**src/rtl/btn_cond_pkg.sv**
```systemverilog
package btn_cond_pkg;
  localparam int unsigned DEF_SLOT_MS  = 4;
  localparam int unsigned DEF_DB_SLOTS = 4;
  localparam int unsigned DEF_HOLD_MS  = 4000;

  function automatic int unsigned cnt_width(input int unsigned max_val);
    return (max_val < 2) ? 1 : $clog2(max_val + 1);
  endfunction
endpackage

```
**src/rtl/btn_sync.sv**
```systemverilog
module btn_sync #(
  parameter int unsigned W = 1
) (
  input  logic         clk,
  input  logic         rst,
  input  logic [W-1:0] din_n,
  output logic [W-1:0] dout_n
);
  logic [W-1:0] stage1, stage2;

  always_ff @(posedge clk) begin
    if (rst) begin
      stage1 <= '1;
      stage2 <= '1;
    end else begin
      stage1 <= din_n;
      stage2 <= stage1;
    end
  end

  assign dout_n = stage2;
endmodule

```
**src/rtl/btn_debounce.sv**
```systemverilog
module btn_debounce #(
  parameter int unsigned DB_SLOTS = btn_cond_pkg::DEF_DB_SLOTS
) (
  input  logic clk,
  input  logic rst,
  input  logic slot,
  input  logic dbl,
  input  logic evt_en,
  input  logic sync_n,
  output logic level,
  output logic rise
);
  localparam int unsigned MAXW = 2 * DB_SLOTS;
  localparam int unsigned CW   = btn_cond_pkg::cnt_width(MAXW);

  logic [CW-1:0] cnt;
  logic [CW-1:0] last;
  logic          raw_act;

  assign raw_act = ~sync_n;
  assign last    = dbl ? CW'(MAXW - 1) : CW'(DB_SLOTS - 1);

  always_ff @(posedge clk) begin
    if (rst) begin
      level <= 1'b0;
      rise  <= 1'b0;
      cnt   <= '0;
    end else begin
      rise <= 1'b0;
      if (raw_act == level) begin
        cnt <= '0;
      end else if (slot) begin
        if (cnt >= last) begin
          level <= raw_act;
          rise  <= raw_act & evt_en;
          cnt   <= '0;
        end else begin
          cnt <= cnt + 1'b1;
        end
      end
    end
  end
endmodule

```
**src/rtl/btn_hold_timer.sv**
```systemverilog
module btn_hold_timer #(
  parameter int unsigned HOLD_MS = btn_cond_pkg::DEF_HOLD_MS
) (
  input  logic clk,
  input  logic rst,
  input  logic tick,
  input  logic level,
  input  logic arm,
  output logic fire
);
  localparam int unsigned CAP = HOLD_MS + 1;
  localparam int unsigned CW  = btn_cond_pkg::cnt_width(CAP);

  logic [CW-1:0] cnt;

  always_ff @(posedge clk) begin
    if (rst) begin
      cnt  <= '0;
      fire <= 1'b0;
    end else begin
      fire <= 1'b0;
      if (!level) begin
        cnt <= '0;
      end else if (tick && cnt != CW'(CAP)) begin
        cnt  <= cnt + 1'b1;
        fire <= arm && (cnt == CW'(HOLD_MS));
      end
    end
  end
endmodule

```
**src/rtl/btn_conditioner.sv**
```systemverilog
module btn_conditioner #(
  parameter int unsigned SLOT_MS  = btn_cond_pkg::DEF_SLOT_MS,
  parameter int unsigned DB_SLOTS = btn_cond_pkg::DEF_DB_SLOTS,
  parameter int unsigned HOLD_MS  = btn_cond_pkg::DEF_HOLD_MS
) (
  input  logic clk,
  input  logic rst,
  input  logic ms_tick,
  input  logic pwr_btn_n,
  input  logic slp_btn_n,
  input  logic slp_fn_sel,
  input  logic slp_extra_db,
  input  logic pwr_ovr_dis,
  input  logic slp_ovr_dis,
  output logic pwr_level,
  output logic slp_level,
  output logic pwr_press,
  output logic slp_press,
  output logic pwr_clr,
  output logic slp_clr,
  output logic ovr_event
);
  localparam int unsigned PW = btn_cond_pkg::cnt_width(SLOT_MS - 1);

  logic [PW-1:0] pre;
  logic          slot;
  logic [1:0]    sync_n;

  always_ff @(posedge clk) begin
    if (rst) begin
      pre <= '0;
    end else if (ms_tick) begin
      pre <= (pre == PW'(SLOT_MS - 1)) ? '0 : pre + 1'b1;
    end
  end
  assign slot = ms_tick && (pre == PW'(SLOT_MS - 1));

  btn_sync #(.W(2)) u_sync (
    .clk(clk), .rst(rst),
    .din_n({slp_btn_n, pwr_btn_n}),
    .dout_n(sync_n)
  );

  btn_debounce #(.DB_SLOTS(DB_SLOTS)) u_db_pwr (
    .clk(clk), .rst(rst), .slot(slot), .dbl(1'b0), .evt_en(1'b1),
    .sync_n(sync_n[0]), .level(pwr_level), .rise(pwr_press)
  );

  btn_debounce #(.DB_SLOTS(DB_SLOTS)) u_db_slp (
    .clk(clk), .rst(rst), .slot(slot), .dbl(slp_extra_db), .evt_en(slp_fn_sel),
    .sync_n(sync_n[1]), .level(slp_level), .rise(slp_press)
  );

  btn_hold_timer #(.HOLD_MS(HOLD_MS)) u_hold_pwr (
    .clk(clk), .rst(rst), .tick(ms_tick), .level(pwr_level),
    .arm(!pwr_ovr_dis), .fire(pwr_clr)
  );

  btn_hold_timer #(.HOLD_MS(HOLD_MS)) u_hold_slp (
    .clk(clk), .rst(rst), .tick(ms_tick), .level(slp_level),
    .arm(slp_fn_sel && !slp_ovr_dis), .fire(slp_clr)
  );

  assign ovr_event = pwr_clr | slp_clr;
endmodule

```
**config.mk**
```make
export PLATFORM = sky130hd
export DESIGN_NAME = btn_conditioner
export DESIGN_NICKNAME = d
export VERILOG_FILES = /design/src/rtl/btn_cond_pkg.sv /design/src/rtl/btn_sync.sv /design/src/rtl/btn_debounce.sv /design/src/rtl/btn_hold_timer.sv /design/src/rtl/btn_conditioner.sv
export SDC_FILE = /design/constraint.sdc
export NUM_CORES = 1
export LEC_CHECK = 0
export ABC_CLOCK_PERIOD_IN_PS = 1630
export BUFFER_PORTS_ARGS = -buffer_cell sky130_fd_sc_hd__buf_2
export CAP_MARGIN = 20
export CORE_ASPECT_RATIO = 1.1
export CORE_MARGIN = 1.5
export CORE_UTILIZATION = 50
export DETAILED_ROUTE_END_ITERATION = 10
export HOLD_SLACK_MARGIN = 0.05
export PLACE_DENSITY = 0.68
export RECOVER_POWER = 100
export SLEW_MARGIN = 20
export SYNTH_ARGS = -nofsm -noshare
export SYNTH_HDL_FRONTEND = slang
export SYNTH_SLANG_ARGS = --single-unit
export TNS_END_PERCENT = 50
```
**constraint.sdc**
```tcl
create_clock -name clk -period 1.63 [get_ports clk]
set_input_delay 0.0815 -clock clk [delete_from_list [all_inputs] [get_ports clk]]
set_output_delay 0.0815 -clock clk [all_outputs]
set_load 0.005 [all_outputs]
```
Yosys cells after proc, flatten, opt, wreduce, memory -nomap -nowiden
Cells that the tools add are included.
{"block": "classes", "n_reduce_logical": 18, "magnitude_cmp": 2, "n_eq_ne": 7, "muxes": 4, "bitwise": 13, "addsub": 5}
{"cell": "adder 12 x 1 -> 12 bit (second input constant)", "n": 2}
{"cell": "equality test 12 bit (second input constant)", "n": 2}
{"cell": "inequality test 12 bit (second input constant)", "n": 2}
{"cell": "inverter 1 bit", "n": 11}
{"cell": "adder 4 x 1 -> 4 bit (second input constant)", "n": 2}
{"cell": "two-way mux 4 bit", "n": 2}
{"cell": "OR reduction 2 bit", "n": 4}
{"cell": "OR reduction 4 bit", "n": 2}
{"cell": "logical AND 1 bit", "n": 6}
{"cell": "AND reduction 3 bit", "n": 2}
{"cell": "OR reduction 3 bit", "n": 2}
{"cell": ">= comparator 4 x 2 -> 1 bit (second input constant)", "n": 1}
{"cell": ">= comparator 4 bit", "n": 1}
{"cell": "two-way mux 3 bit", "n": 1}
{"cell": "adder 2 x 1 -> 2 bit (second input constant)", "n": 1}
{"cell": "equality test 1 bit", "n": 2}
{"cell": "equality test 2 bit (second input constant)", "n": 1}
{"cell": "zero test 1 bit", "n": 2}
{"cell": "two-way mux 2 bit", "n": 1}
{"cell": "bitwise AND 1 bit", "n": 1}
{"cell": "bitwise OR 1 bit", "n": 1}
{"block": "totals", "inputBits": 9, "out_inout_bits": 7, "regBits": 44, "word_cells": 62}

Longest topological paths before layout
{"block": "depth", "word_depth": 4, "mapped_depth": 6, "ltp_nobuf": 6}

Cells and area by module
Synthesis repeated with hierarchy kept, for this count alone.
{"block": "unflattened", "cells_unflattened": 232, "area_unflattened_um2": 2073.2}
{"module": "btn_hold_timer", "instances": 2, "area_per_inst_um2": 638.1, "cells_per_inst": 73, "seq_area_each_um2": 260.2}
{"module": "btn_debounce", "instances": 2, "area_per_inst_um2": 287.8, "cells_per_inst": 32, "seq_area_each_um2": 120.1}
{"module": "btn_conditioner", "instances": 1, "area_per_inst_um2": 116.4, "cells_per_inst": 14, "seq_area_each_um2": 40.0}
{"module": "btn_sync", "instances": 1, "area_per_inst_um2": 105.1, "cells_per_inst": 8, "seq_area_each_um2": 80.1}

Least setup slack after synthesis
No wires, ideal clock.
{"block": "synth_timing", "kind": "reg2reg", "startpoint": "register u_hold_pwr.cnt[1]", "endpoint": "register u_hold_pwr.cnt[1]", "stages_incl_launch_ff": 7, "setup_time_ps": 128, "arrival_ps": 1433, "n_path_buf": 0, "path_slack_ps": 70, "required_ps": 1502, "path_cell_list": "dfxtp_1 > inv_1 > ha_1 > or3b_4 > o31ai_4 > mux2i_1 > nor2_1"}
{"block": "synth_via", "elab_chain_cells": 2}
{"element": "from (decl)", "line": "btn_hold_timer.sv:14", "text": "logic [CW-1:0] cnt;"}
{"element": "from (signal assigned)", "line": "btn_hold_timer.sv:25", "text": "cnt <= cnt + 1'b1;"}
{"element": "branches (longest 2 deep; another with adder 12 x 1 -> 12 bit)"}
Parallel ways; which one is timed is not known.
A chain may end at the register's enable or synchronous reset.

Worst setup path in the final report
Same ends and word-level chain as after synthesis.

==> impl_metrics.toml <==
[synthesis]
synthesis.instances = 220
synth_top_cell_area_share_pct = 44.2
ys_ff_latch = 44
yosys.cell_types.count = 40
synth_area_mm2 = 0.00199
synth_nets = 239
synth_seq_area_share_pct = 44.2
yosysWarnings = 0
synthArstFlopShare_pct = 0
synth_edf_count = 0
ys.flop_type = "dfxtp_1"
yosysMostFrequentCell = "dfxtp_1"
yosys-top-cells-count = "44 x dfxtp_1, 29 x nor2_1, 17 x nand2_1, 14 x nor3_1"
synth_top_cell_by_area = "dfxtp_1"
avgSynthCellArea_um2 = 9.05
synthTopCellsByArea = "dfxtp_1 44%, ha_1 6.3%, nor2_1 5.5%"

[floorplanning]
io_pins = 16
fp.dieArea_mm2 = 0.00437
rows = 23
start_util_pct = 53.2
die_w_um = 63.2
coreArea_mm2 = 0.00374
die_h_um = 69.2

[place]
gp_congestion = 0.755
place_ws_ns = 0.0168
placed_area_mm2 = 0.00215
dpl.hpwl_um = 2500
dp_cells = 286
port_buffers = 15

[setup_path]
critPathSlowestCell = "or3b_4"
crit_type = "reg -> reg"
critical_path_required_ns = 1.83
max_stage_delay_ns = 0.39
path_cells = "inv_2, ha_1, or3b_4, o31ai_4, mux2i_1, nor2_1"
crit_arrival_ns = 1.72
crit_fanout = 3
critPathCaptureType = "flip-flop"
reg2reg_depth = 6
start_kind = "flip-flop"

[power_and_ir_drop]
ir_drop_v = 0.000527
power_w = 0.00186
leakagePower_nw = 0.808
powerDensity_mw_per_mm2 = 819

[timing]
min_period_over_period_pct = 93.4
hold_viol_final = 0
post-route-min-period_ns = 1.52
setup_viol = 0
timing.final.ws_setup_ns = 0.108
worst_pin_slew_ns = 0.397
report.final.slew_viol_count = 0
fmax_mhz = 657
slew-limit-headroom_pct = 73.5
finClkSkew_ns = 0.00348
final.setup.tns_ns = 0
rsz0062_at_grt = "false"

[global_routing]
track_usage_pct = 18.0
grt_pass1_wl_um = 6250
grt_pass1_vias = 1460
grt_remaining_overflow = 0
antenna_found_initial = 0
grt_max_degree = 16

[drt]
firstDrtPassIters = 4
via_count = 1535
ant_nets = 0
drcViolationCount = 0
routed_wirelength_um = 3530
drt-initial-drc-count = 54
wl_per_cell_um = 11.9
viasPerCell = 5.19

[clocking]
cts.clk_slew.worst_paths_ns = 0.08
postCtsSetupRepairBufs = 0
clockBufferDepth = 2
h-tree-depth = 2
clock_tree.root_cell = "clkbuf_8"
worstSkewPairLatency_ns = 0.30
cts.sinks = 44
cts_tree = "yes"
numCtsBuffers = 5

[final_layout]
final_cell_area_mm2 = 0.00227
antennaDiodeCount = 0
final_cells = 296
area_delta_synth_final_pct = 13.8
drive_gt1_share_pct = 16.7
nets = 264

[outcome]
status = "finished clean"

[worst_hold_path]
hp-class = "in -> reg"
holdPathStages = 4

[flow_run]
drv_cap = 0
layout make-up:
class / instances / area [µm²]
Multi-Input combinational cell: 163 / 1070
Timing Repair Buffer: 23 / 128
Clock inverter: 1 / 7.51
Clock buffer: 7 / 86.3
Tap cell: 50 / 62.6
Inverter: 8 / 30.0
Fill cell: 329 / 1470
Sequential cell: 44 / 885
power by group:
group          leakage [nW]  switching (W)  internal, W
sequential            0.356     0.00000425      0.00108
clock                0.0445       0.000368     0.000344
combinational         0.407      0.0000288    0.0000299
total                 0.808       0.000401      0.00145
worst paths after layout:
| path | start | endpoint | slack (ns) |
|---|---|---|---|
| worst min register to register | u_sync.stage1[0] | u_sync.dout_n[0] | 0.42 |
| worst max register to register | u_hold_pwr.cnt[1] | u_hold_pwr.cnt[1] | 0.11 |
| worst min-delay path | slp_ovr_dis | u_hold_slp.fire | 0.07 |
| worst max-delay path | u_hold_pwr.cnt[1] | u_hold_pwr.cnt[1] | 0.11 |
registers in the layout (all words and copies together) (netlist names):
name / flops
u_sync.stage1: 2
u_hold_pwr.fire: 1
u_db_pwr.cnt: 4
u_db_slp.cnt: 4
u_sync.dout_n: 2
u_db_pwr.rise: 1
u_hold_slp.cnt: 12
pre: 2
u_db_pwr.level: 1
u_db_slp.rise: 1
u_hold_slp.fire: 1
u_hold_pwr.cnt: 12
u_db_slp.level: 1
metrics by stage:
stage	utilization, %	hold WS (ns)
2_1_floorplan	-	0.185
3_3_place_gp	57.5	0.264
3_5_place_dp	57.5	0.266
4_1_cts	60.6	0.0590
5_1_grt	60.6	0.0610
6_report	60.6	0.0713
kinds of logic after synthesis:
kind of cell / after synthesis / synth area share [%]
AND/OR/NAND/NOR: 108 / 28.8
flip-flops: 44 / 44.2
AO/OA/AOI/OAI: 23 / 8.10
XOR/XNOR: 19 / 8.35
buffers and inverters: 13 / 2.64
adder cells (fa/ha/maj): 10 / 6.28
multiplexers: 3 / 1.57
what timing repair did:
item | in CTS | in global routing
hold buffers | 2 | 0
setup endpoints to repair | 0 | 7
resized for setup | 0 | 8
endpoints found under the hold margin | 2 | 0
critical path, delay by kind of cell, from the launching register on:
| kind | cells | cell delay (ns) |
|---|---|---|
| flip-flops | 1 | 0.32 |
| AO/OA/AOI/OAI | 1 | 0.26 |
| adder cells (fa/ha/maj) | 1 | 0.12 |
| multiplexers | 1 | 0.21 |
| buffers and inverters | 1 | 0.06 |
| AND/OR/NAND/NOR | 2 | 0.44 |
layer usage:
metal,routed length [µm],GRT usage (%),up-vias
met4,63,7.25,0
met2,1670,30.3,11
met5,0,0,-
met1,1710,20.9,700
li1,-,-,818
met3,97,6.01,6
layout by cell type (no fill, tap or decap), types with 5 or more instances in the layout:
master,synthesis,layout
nor2_1,29,29
buf_2,0,14
nor3_1,14,14
xor2_1,8,8
nand3_1,6,6
or3_1,6,5
o21ai_0,5,5
ha_1,10,10
a21oi_1,10,10
clkbuf_1,3,5
dfxtp_1,44,43
inv_1,8,6
clkbuf_8,0,6
nand2_1,17,17
xnor2_1,11,11
nand4_1,11,11
or2_2,5,5
Power figures use the tool's default switching activity.
